==> config.mk <==
export PLATFORM = sky130hd
export DESIGN_NAME = nzcv_alu
export DESIGN_NICKNAME = d
export VERILOG_FILES = /design/src/rtl/nzcv_alu_pkg.sv /design/src/rtl/alu_adder.sv /design/src/rtl/alu_logic.sv /design/src/rtl/alu_flag_reg.sv /design/src/rtl/nzcv_alu.sv
export SDC_FILE = /design/constraint.sdc
export NUM_CORES = 1
export LEC_CHECK = 0
export CAP_MARGIN = 20
export CORE_AREA = 2 2 102 114
export CTS_BUF_LIST = sky130_fd_sc_hd__clkbuf_8
export CTS_CLUSTER_SIZE = 10
export DETAILED_ROUTE_END_ITERATION = 7
export DIE_AREA = 0 0 104 116
export GPL_ROUTABILITY_DRIVEN = 1
export PLACE_DENSITY = 0.88
export SLEW_MARGIN = 20
export SYNTH_ARGS = -nofsm -noshare
export SYNTH_HDL_FRONTEND = slang
export SYNTH_HIERARCHICAL = 1
export SYNTH_SLANG_ARGS = --single-unit
==> constraint.sdc <==
create_clock -name clk -period 6.6 [get_ports clk]
set_input_delay 0.66 -clock clk [delete_from_list [all_inputs] [get_ports clk]]
set_output_delay 0.66 -clock clk [all_outputs]
set_load 0.1 [all_outputs]
==> src/rtl/nzcv_alu_pkg.sv <==
package nzcv_alu_pkg;

  localparam int unsigned OP_W   = 4;
  localparam int unsigned FLAG_W = 4;

  typedef enum logic [OP_W-1:0] {
    OP_ADD = 4'd0,  OP_ADC = 4'd1,  OP_SUB = 4'd2,  OP_SBC = 4'd3,
    OP_AND = 4'd4,  OP_ORR = 4'd5,  OP_XOR = 4'd6,  OP_BIC = 4'd7,
    OP_MOV = 4'd8,  OP_MVN = 4'd9,  OP_CMP = 4'd10, OP_CMN = 4'd11,
    OP_TST = 4'd12, OP_TEQ = 4'd13
  } alu_op_e;

  typedef enum logic [1:0] {CIN_ZERO, CIN_ONE, CIN_FLAG} cin_mode_e;

  typedef enum logic [2:0] {
    LG_AND, LG_ORR, LG_XOR, LG_BIC, LG_MOV, LG_MVN
  } logic_fn_e;

  typedef struct packed {
    logic n;
    logic z;
    logic c;
    logic v;
  } flags_t;

  typedef struct packed {
    logic      legal;
    logic      arith;
    logic      inv_b;
    cin_mode_e cin;
    logic_fn_e lfn;
    logic      flag_only;
  } ctrl_t;

  function automatic ctrl_t decode_op(input logic [OP_W-1:0] code);
    ctrl_t c;
    c = '{legal: 1'b1, arith: 1'b0, inv_b: 1'b0, cin: CIN_ZERO,
          lfn: LG_AND, flag_only: 1'b0};
    case (code)
      OP_ADD: c.arith = 1'b1;
      OP_ADC: begin c.arith = 1'b1; c.cin = CIN_FLAG; end
      OP_SUB: begin c.arith = 1'b1; c.inv_b = 1'b1; c.cin = CIN_ONE; end
      OP_SBC: begin c.arith = 1'b1; c.inv_b = 1'b1; c.cin = CIN_FLAG; end
      OP_AND: c.lfn = LG_AND;
      OP_ORR: c.lfn = LG_ORR;
      OP_XOR: c.lfn = LG_XOR;
      OP_BIC: c.lfn = LG_BIC;
      OP_MOV: c.lfn = LG_MOV;
      OP_MVN: c.lfn = LG_MVN;
      OP_CMP: begin
        c.arith = 1'b1; c.inv_b = 1'b1; c.cin = CIN_ONE; c.flag_only = 1'b1;
      end
      OP_CMN: begin c.arith = 1'b1; c.flag_only = 1'b1; end
      OP_TST: begin c.lfn = LG_AND; c.flag_only = 1'b1; end
      OP_TEQ: begin c.lfn = LG_XOR; c.flag_only = 1'b1; end
      default: c.legal = 1'b0;
    endcase
    return c;
  endfunction

endpackage

==> src/rtl/alu_adder.sv <==
module alu_adder #(
  parameter int unsigned W = 32
) (
  input  logic [W-1:0] a,
  input  logic [W-1:0] b,
  input  logic         inv_b,
  input  logic         cin,
  output logic [W-1:0] sum,
  output logic         carry,
  output logic         ovf
);
  localparam int unsigned MSB = W - 1;

  logic [W-1:0] b_eff;
  logic [W:0]   wide;

  always_comb begin
    b_eff = inv_b ? ~b : b;
    wide  = {1'b0, a} + {1'b0, b_eff} + {{W{1'b0}}, cin};
    sum   = wide[W-1:0];
    carry = wide[W];
    ovf   = (a[MSB] == b_eff[MSB]) && (wide[MSB] != a[MSB]);
  end
endmodule

==> src/rtl/alu_logic.sv <==
module alu_logic
  import nzcv_alu_pkg::*;
#(
  parameter int unsigned W = 32
) (
  input  logic [W-1:0] a,
  input  logic [W-1:0] b,
  input  logic_fn_e    fn,
  output logic [W-1:0] y
);
  always_comb begin
    case (fn)
      LG_AND:  y = a & b;
      LG_ORR:  y = a | b;
      LG_XOR:  y = a ^ b;
      LG_BIC:  y = a & ~b;
      LG_MOV:  y = b;
      LG_MVN:  y = ~b;
      default: y = '0;
    endcase
  end
endmodule

==> src/rtl/alu_flag_reg.sv <==
module alu_flag_reg
  import nzcv_alu_pkg::*;
#(
  parameter int unsigned W = 32
) (
  input  logic         clk,
  input  logic         rst,
  input  logic         upd,
  input  logic         upd_cv,
  input  logic [W-1:0] value,
  input  logic         c_new,
  input  logic         v_new,
  output flags_t       flags
);
  localparam int unsigned MSB = W - 1;

  always_ff @(posedge clk) begin
    if (rst) begin
      flags <= '0;
    end else if (upd) begin
      flags.n <= value[MSB];
      flags.z <= (value == '0);
      if (upd_cv) begin
        flags.c <= c_new;
        flags.v <= v_new;
      end
    end
  end


  rst_clear_chk: assert property (@(posedge clk) rst |=> flags == '0);


  hold_chk: assert property (@(posedge clk) disable iff (rst)
    !upd |=> $stable(flags));


  neg_flag_chk: assert property (@(posedge clk) disable iff (rst)
    upd |=> flags.n == $past(value[MSB]));


  zero_flag_chk: assert property (@(posedge clk) disable iff (rst)
    upd |=> flags.z == ($past(value) == '0));


  cv_keep_chk: assert property (@(posedge clk) disable iff (rst)
    (upd && !upd_cv) |=> (flags.c == $past(flags.c)) && (flags.v == $past(flags.v)));
endmodule

==> src/rtl/nzcv_alu.sv <==
module nzcv_alu
  import nzcv_alu_pkg::*;
#(
  parameter int unsigned W = 32
) (
  input  logic              clk,
  input  logic              rst,
  input  logic [W-1:0]      op_a,
  input  logic [W-1:0]      op_b,
  input  logic [OP_W-1:0]   op_sel,
  input  logic              flag_en,
  output logic [W-1:0]      result,
  output logic              result_we,
  output logic [FLAG_W-1:0] flags
);
  localparam int unsigned MSB = W - 1;

  ctrl_t        ctrl;
  flags_t       flag_q;
  logic         add_cin;
  logic [W-1:0] add_sum;
  logic         add_carry;
  logic         add_ovf;
  logic [W-1:0] lg_y;
  logic [W-1:0] value;
  logic         upd;

  always_comb begin
    ctrl = decode_op(op_sel);
    case (ctrl.cin)
      CIN_ONE:  add_cin = 1'b1;
      CIN_FLAG: add_cin = flag_q.c;
      default:  add_cin = 1'b0;
    endcase
  end

  alu_adder #(.W(W)) u_adder (
    .a     (op_a),
    .b     (op_b),
    .inv_b (ctrl.inv_b),
    .cin   (add_cin),
    .sum   (add_sum),
    .carry (add_carry),
    .ovf   (add_ovf)
  );

  alu_logic #(.W(W)) u_logic (
    .a  (op_a),
    .b  (op_b),
    .fn (ctrl.lfn),
    .y  (lg_y)
  );

  always_comb begin
    value     = ctrl.arith ? add_sum : lg_y;
    result    = ctrl.legal ? value : '0;
    result_we = ctrl.legal && !ctrl.flag_only;
    upd       = ctrl.legal && (ctrl.flag_only || flag_en);
  end

  alu_flag_reg #(.W(W)) u_flags (
    .clk    (clk),
    .rst    (rst),
    .upd    (upd),
    .upd_cv (ctrl.arith),
    .value  (value),
    .c_new  (add_carry),
    .v_new  (add_ovf),
    .flags  (flag_q)
  );

  assign flags = flag_q;


  cmp_no_write_chk: assert property (@(posedge clk) disable iff (rst)
    (op_sel inside {OP_CMP, OP_CMN, OP_TST, OP_TEQ}) |-> !result_we);


  reserved_quiet_chk: assert property (@(posedge clk) disable iff (rst)
    (op_sel > OP_TEQ) |-> (result == '0) && !result_we);


  ovf_sign_chk: assert property (@(posedge clk) disable iff (rst)
    add_ovf |-> (op_a[MSB] == (ctrl.inv_b ? ~op_b[MSB] : op_b[MSB])));


  plain_carry_chk: assert property (@(posedge clk) disable iff (rst)
    (op_sel == OP_ADD && add_carry) |-> (add_sum < op_a));
endmodule

# Yosys cells after proc, flatten, opt, wreduce, memory -nomap -nowiden
# Cells that the tools add are included.
[op_classes]
addsub = 2
n_eq_ne = 22
n_mux = 11
bitwise = 5
reduce_logical = 16
[ops]
columns = ["op", "count"]
rows = [
  ["$pmux 32 s6", 1],
  ["$mux 32", 3],
  ["$and 32x32->32", 2],
  ["$add 32x32->33", 1],
  ["$add 33x1->33", 1],
  ["$logic_not 32->1", 1],
  ["$not 32->32", 1],
  ["$or 32x32->32", 1],
  ["$xor 32x32->32", 1],
  ["$eq 4x4->1 const B", 6],
  ["$eq 4x3->1 const B", 4],
  ["$pmux 3 s5", 1],
  ["$reduce_or 14->1", 1],
  ["$eq 4x2->1 const B", 2],
  ["$eq 3x2->1 const B", 2],
  ["$eq 3x3->1 const B", 2],
  ["$reduce_or 2->1", 3],
  ["$reduce_or 6->1", 1],
  ["$eq 4x1->1 const B", 1],
  ["$logic_not 4->1", 1],
  ["$mux 1", 4],
  ["$pmux 2 s2", 1],
  ["$reduce_or 4->1", 1],
  ["$eq 3x1->1 const B", 1],
  ["11 further kinds", 13],
]
[word_totals]
regBits = 4
inputBits = 71
wordCells = 60

# Logic depth before layout (Yosys ltp)
[depth]
depth_word = 8
mapped_depth = 22

# Hierarchy
# Netlist, hierarchy kept.
[by_module_without_submodules]
columns = ["mod", "instances", "cells_each", "area_per_inst_um2", "seq_area_each_um2"]
rows = [
  ["alu_logic", 1, 338, 2187.1, 0.0],
  ["alu_adder", 1, 289, 2073.2, 0.0],
  ["nzcv_alu", 1, 174, 1527.7, 0.0],
  ["alu_flag_reg", 1, 26, 216.5, 80.1],
]

# Worst setup path before layout
# OpenSTA, ideal clock, no wires.
[synth_timing]
kind = "input to output"
startpoint = "in op_sel[3]"
endpoint = "out result[30]"
t_arrival_ps = 6286
required_ps = 5940
path_slack_ps = -346
path_stages = 17
path_buffers = 4
cell_sequence = "clkbuf_1 clkbuf_1 a21oi_1 clkbuf_1 buf_1 xnor2_1 fa_1 fa_1 nor2b_1 o2111ai_1 nand2_1 a41oi_4 o21ai_0 a31oi_1 xnor2_1 mux2i_1 o21ai_0"
[synth_rtl]
columns = ["element", "line_no", "text"]
rows = [
  ["start: declaration", "nzcv_alu.sv:10", "input logic [OP_W-1:0] op_sel,"],
  ["end: declaration", "nzcv_alu.sv:12", "output logic [W-1:0] result,"],
]

# Worst setup path in the final report
[layout_timing]
startpoint = "in op_sel[1]"
endpoint = "out result[26]"
[layout_between]
elab_chain_cells = 8
elab_cells_between_ends = 40
classes_between = "add/sub (2); eq/ne (20); mux (10); reduce/logical (8)"
[layout_rtl]
columns = ["element", "line_no", "text"]
rows = [
  ["$eq 4x4->1 (tied with other cells)", "nzcv_alu_pkg.sv:39", "case (code)"],
  ["$reduce_or 2->1 (no source line)", "n/a", ""],
  ["$pmux 2 s2 (*)", "nzcv_alu_pkg.sv:39", ""],
  ["$eq 2x2->1 or $eq 2x1->1 (tied branches)", "nzcv_alu.sv:30", "case (ctrl.cin)"],
  ["$pmux 1 s2 (*)", "nzcv_alu.sv:30", ""],
  ["via add_cin", "nzcv_alu.sv:20", "logic add_cin;"],
  ["$add 33x1->33 (*)", "alu_adder.sv:19", "wide = {1'b0, a} + {1'b0, b_eff} + {{W{1'b0}}, cin};"],
  ["via add_sum[26]", "nzcv_alu.sv:21", "logic [W-1:0] add_sum;"],
  ["$mux 32 (*)", "nzcv_alu.sv:55", "value = ctrl.arith ? add_sum : lg_y;"],
  ["$mux 32 (*)", "nzcv_alu.sv:56", "result = ctrl.legal ? value : '0;"],
]
# The timed path passes the listed nets; every way through them passes the cells marked *.

==> out/qor.yml <==
power:
  vdd_drop_max_mv: 0.1674
  p_leak_nw: 3.324
  p_per_area_nw_per_um2: 194.5
  totalPowerFinal_w: 0.001421
detailed_routing:
  firstDrtPassIters: 7
  drt-vias-per-instance: 6.368
  route.vias.total: 6565
  wl_met2_um: 8876
  drt_wl_total_um: 18030
  drc: 0
  wl_met1_um: 7532
  route.met3.wl_um: 1270
  first_iter_violations: 469
  wl_per_cell_um: 17.49
  ant_nets: 0
  top_layer: "met4"
placement:
  io_buffers: 107
  place_hpwl_um: 13260
  place_congestion: 0.9211
  postPlaceCellArea_um2: 7263
  dp.cells: 1028
floorplan:
  die_w_um: 104
  core_area_um2: 10810
  fp-row-count: 40
  dieArea_um2: 12060
  die_y_um: 116
  boundaryPins: 108
  start_util_pct: 55.54
cells_and_area:
  stdcell_count: 1031
  final_util_pct: 67.57
  reg_top3: "u_flags/flags x4"
  synthToLayoutAreaGrowth_pct: 21.65
  antennaDiodeCount: 0
  largest_register_ffs: 4
  largest_register: "u_flags/flags"
  fin_area_um2: 7305
  fin_nets: 1024
  drive_gt1_share_pct: 12.22
clocking:
  cts_sinks: 4
  postCtsSetupBuffers: 0
  clk_pin_slew_ns: 0.03
  insertion_delay_ns: 0.22
  cts_resized: 0
  clock_path_buffers: 2
  clockRootBuffer: "clkbuf_8"
  h-tree-depth: 1
  cts-buffers-inserted: 3
  hold_buffers: 0
  tritoncts: "yes"
critical_path:
  path_buf_inv: 3
  crit_chain: "clkdlybuf4s50_1, nand2_1, or2_2, ha_1, nor2_1, inv_1, fa_1, fa_1, nor2b_1, o2111ai_1, nand2_1, a41oi_4, o21ai_0, a21oi_1, xnor2_1, mux2i_1, o21ai_0, buf_12"
  crit_path_end_kind: "primary output"
  crit_path_end: "result[26]"
  rrSetupSlack_ns: 2.20
  r2r_cells: 17
  path_delay_family: "compound AO/OA/AOI/OAI gates"
  cpPeakStageDelay_ns: 0.55
  cp-start-kind: "input pin"
  criticalPathCategory: "in -> out"
  worstPathRequired_ns: 5.94
  worstReg2RegStart: "u_flags/flags[1]"
  timing.rr.end: "u_flags/flags[2]"
  cp.arrival_ns: 5.24
  crit_start: "op_sel[1]"
  cp_num_cells: 18
  cp_slowest_cell: "o21ai_0"
  cp_max_fo: 5
timing:
  whs_ns: 0.4589
  rsz0062_at_grt: "no"
  slew_viol_final: 0
  setup_violations: 0
  fin_crit_ns: 5.899
  clock.fmax_mhz: 169.5
  finalHoldViolations: 0
  period_share_pct: 89.38
  slew_headroom_pct: 33.56
  finalClockSkew_ns: 0.01044
  worst_pin_slew_ns: 0.9934
yosys:
  syn-num-nets: 965
  ys_seq_elements: 4
  synth_edf_count: 0
  synth_top_family_by_area: "compound AO/OA/AOI/OAI gates"
  synthAdderAreaFrac_pct: 14.21
  yosys.area_share.simple_pct: 14.69
  synth-main-ff-cell: "dfxtp_1"
  synth_warnings: 6
  muxShareOfSynthArea_pct: 13.50
  postSynthAreaPerCell_um2: 7.261
  ys_types: 66
  seq_area_frac_synth_pct: 1.334
  synth_xor_area_share_pct: 8.898
  syn_inst: 827
  ys_async_sr_fraction_pct: 0
  syn_area_um2: 6005
  synth-compound-area-share_pct: 35.74
status:
  outcome: "finished, final reports clean"
global_route:
  grt_usage_pct: 28.69
  antenna_found_initial: 0
  grt_max_degree: 65
  grt_pass1_vias: 6246
  grt_overflow: 0
  grt_pass1_wl_um: 29560
run:
  drv_cap: 0
hold_path:
  hold_class: "reg -> reg"
## power breakdown
part	total (W)	switching (W)	leakage, nW	internal, W
clock	0.0000536	0.0000146	0.0216	0.0000390
combinational	0.00134	0.000822	3.27	0.000518
sequential	0.0000271	0.00000120	0.0325	0.0000259
total	0.00142	0.000838	3.32	0.000583
## worst reg2reg max path, cell delays in order (launching register included)
cell and delay (ns):
dfxtp_1 0.39, a21oi_1 0.09, nor2_1 0.09, inv_1 0.07, fa_1 0.43, fa_1 0.41, nor2b_1 0.18, o2111ai_1 0.12
nand2_1 0.19, a41oi_4 0.19, o21ai_0 0.56, a31oi_1 0.20, xnor2_1 0.19, mux2_4 0.27, nor4_1 0.30, nand4_1 0.12
or4_1 0.44, o22ai_2 0.10
## cell families after synthesis
logic type / Yosys count
adders and majority gates: 67
and+or+nand+nor: 188
DFF: 4
buffers and inverters: 141
AOI/OAI and AO/OA: 300
muxes: 66
xor gates and xnor gates: 61
## metal layers
layer | GRT usage, % | up-vias
li1 | - | 3160
met1 | 34.51 | 3042
met2 | 52.76 | 329
met3 | 3.487 | 34
met4 | 10.54 | 0
met5 | 0 | -
## placed cells by master, fill, tap and decap left out, types with 13 or more instances in the layout
master	n
xor2_1	39
o21ai_1	25
inv_1	77
ha_1	65
mux2i_1	33
nand2_1	29
a32oi_1	32
buf_12	32
o32ai_1	17
a2bb2oi_2	13
mux2_4	29
a21oi_1	67
xnor2_1	22
o21ai_0	43
a31oi_1	19
clkdlybuf4s50_1	74
nor2_1	101
o32a_1	16
a21o_1	26
## synth_stat cells (all sizes together) (3+ instances only)
| master | count | area [um2] |
|---|---|---|
| a211oi | 3 | 22.52 |
| clkbuf | 17 | 63.81 |
| o21ai | 69 | 349.1 |
| and2 | 5 | 33.78 |
| o21a | 8 | 60.06 |
| nand2 | 30 | 115.1 |
| xor2 | 39 | 341.6 |
| a2bb2oi | 16 | 221.5 |
| inv | 78 | 292.8 |
| nor2b | 7 | 58.81 |
| nand2b | 5 | 38.78 |
| o211ai | 3 | 27.52 |
| mux2i | 33 | 330.3 |
| nor4 | 7 | 43.79 |
| dfxtp | 4 | 80.08 |
| mux2 | 33 | 480.5 |
| and3 | 3 | 18.77 |
| o21bai | 7 | 52.55 |
| a21o | 26 | 195.2 |
| nand4 | 8 | 50.05 |
| or4 | 3 | 22.52 |
| a32oi | 32 | 280.3 |
| xnor2 | 22 | 192.7 |
| ha | 65 | 813.3 |
| nand3 | 8 | 40.04 |
| o32a | 16 | 160.2 |
| a21oi | 68 | 340.3 |
| nor2 | 103 | 402.9 |
| buf | 46 | 341.6 |
| o32ai | 17 | 148.9 |
| a31oi | 19 | 118.9 |
| nor3 | 4 | 20.02 |
## layout make-up
type / instances / area [um2]
inverters: 78 / 292.8
fillers: 935 / 3506
well taps: 147 / 183.9
clock buffers: 3 / 41.29
multi-input cells: 682 / 5245
repair buffers: 117 / 1461
flip-flops and latches: 4 / 80.08
## stage by stage
step	setup slack, ns	TNS (ns)
detailed placement	0.7913	0
global placement	0.8314	0
finish	0.7011	0
CTS	0.7713	0
floorplan	-0.3238	-0.8241
global route	0.4440	0
## how the worst min path moves through the flow
stage	startpoint	end	slack, ns	cells past startpoint
after floorplan	rst	u_flags/flags[0]	0.73	1
after global placement	u_flags/flags[0]	u_flags/flags[0]	0.44	2
after detailed placement	u_flags/flags[0]	u_flags/flags[0]	0.46	2
after CTS	u_flags/flags[0]	u_flags/flags[0]	0.46	2
after global routing	u_flags/flags[0]	u_flags/flags[0]	0.48	2
final	u_flags/flags[0]	u_flags/flags[0]	0.46	2
(Power assumes the default switching activity.)
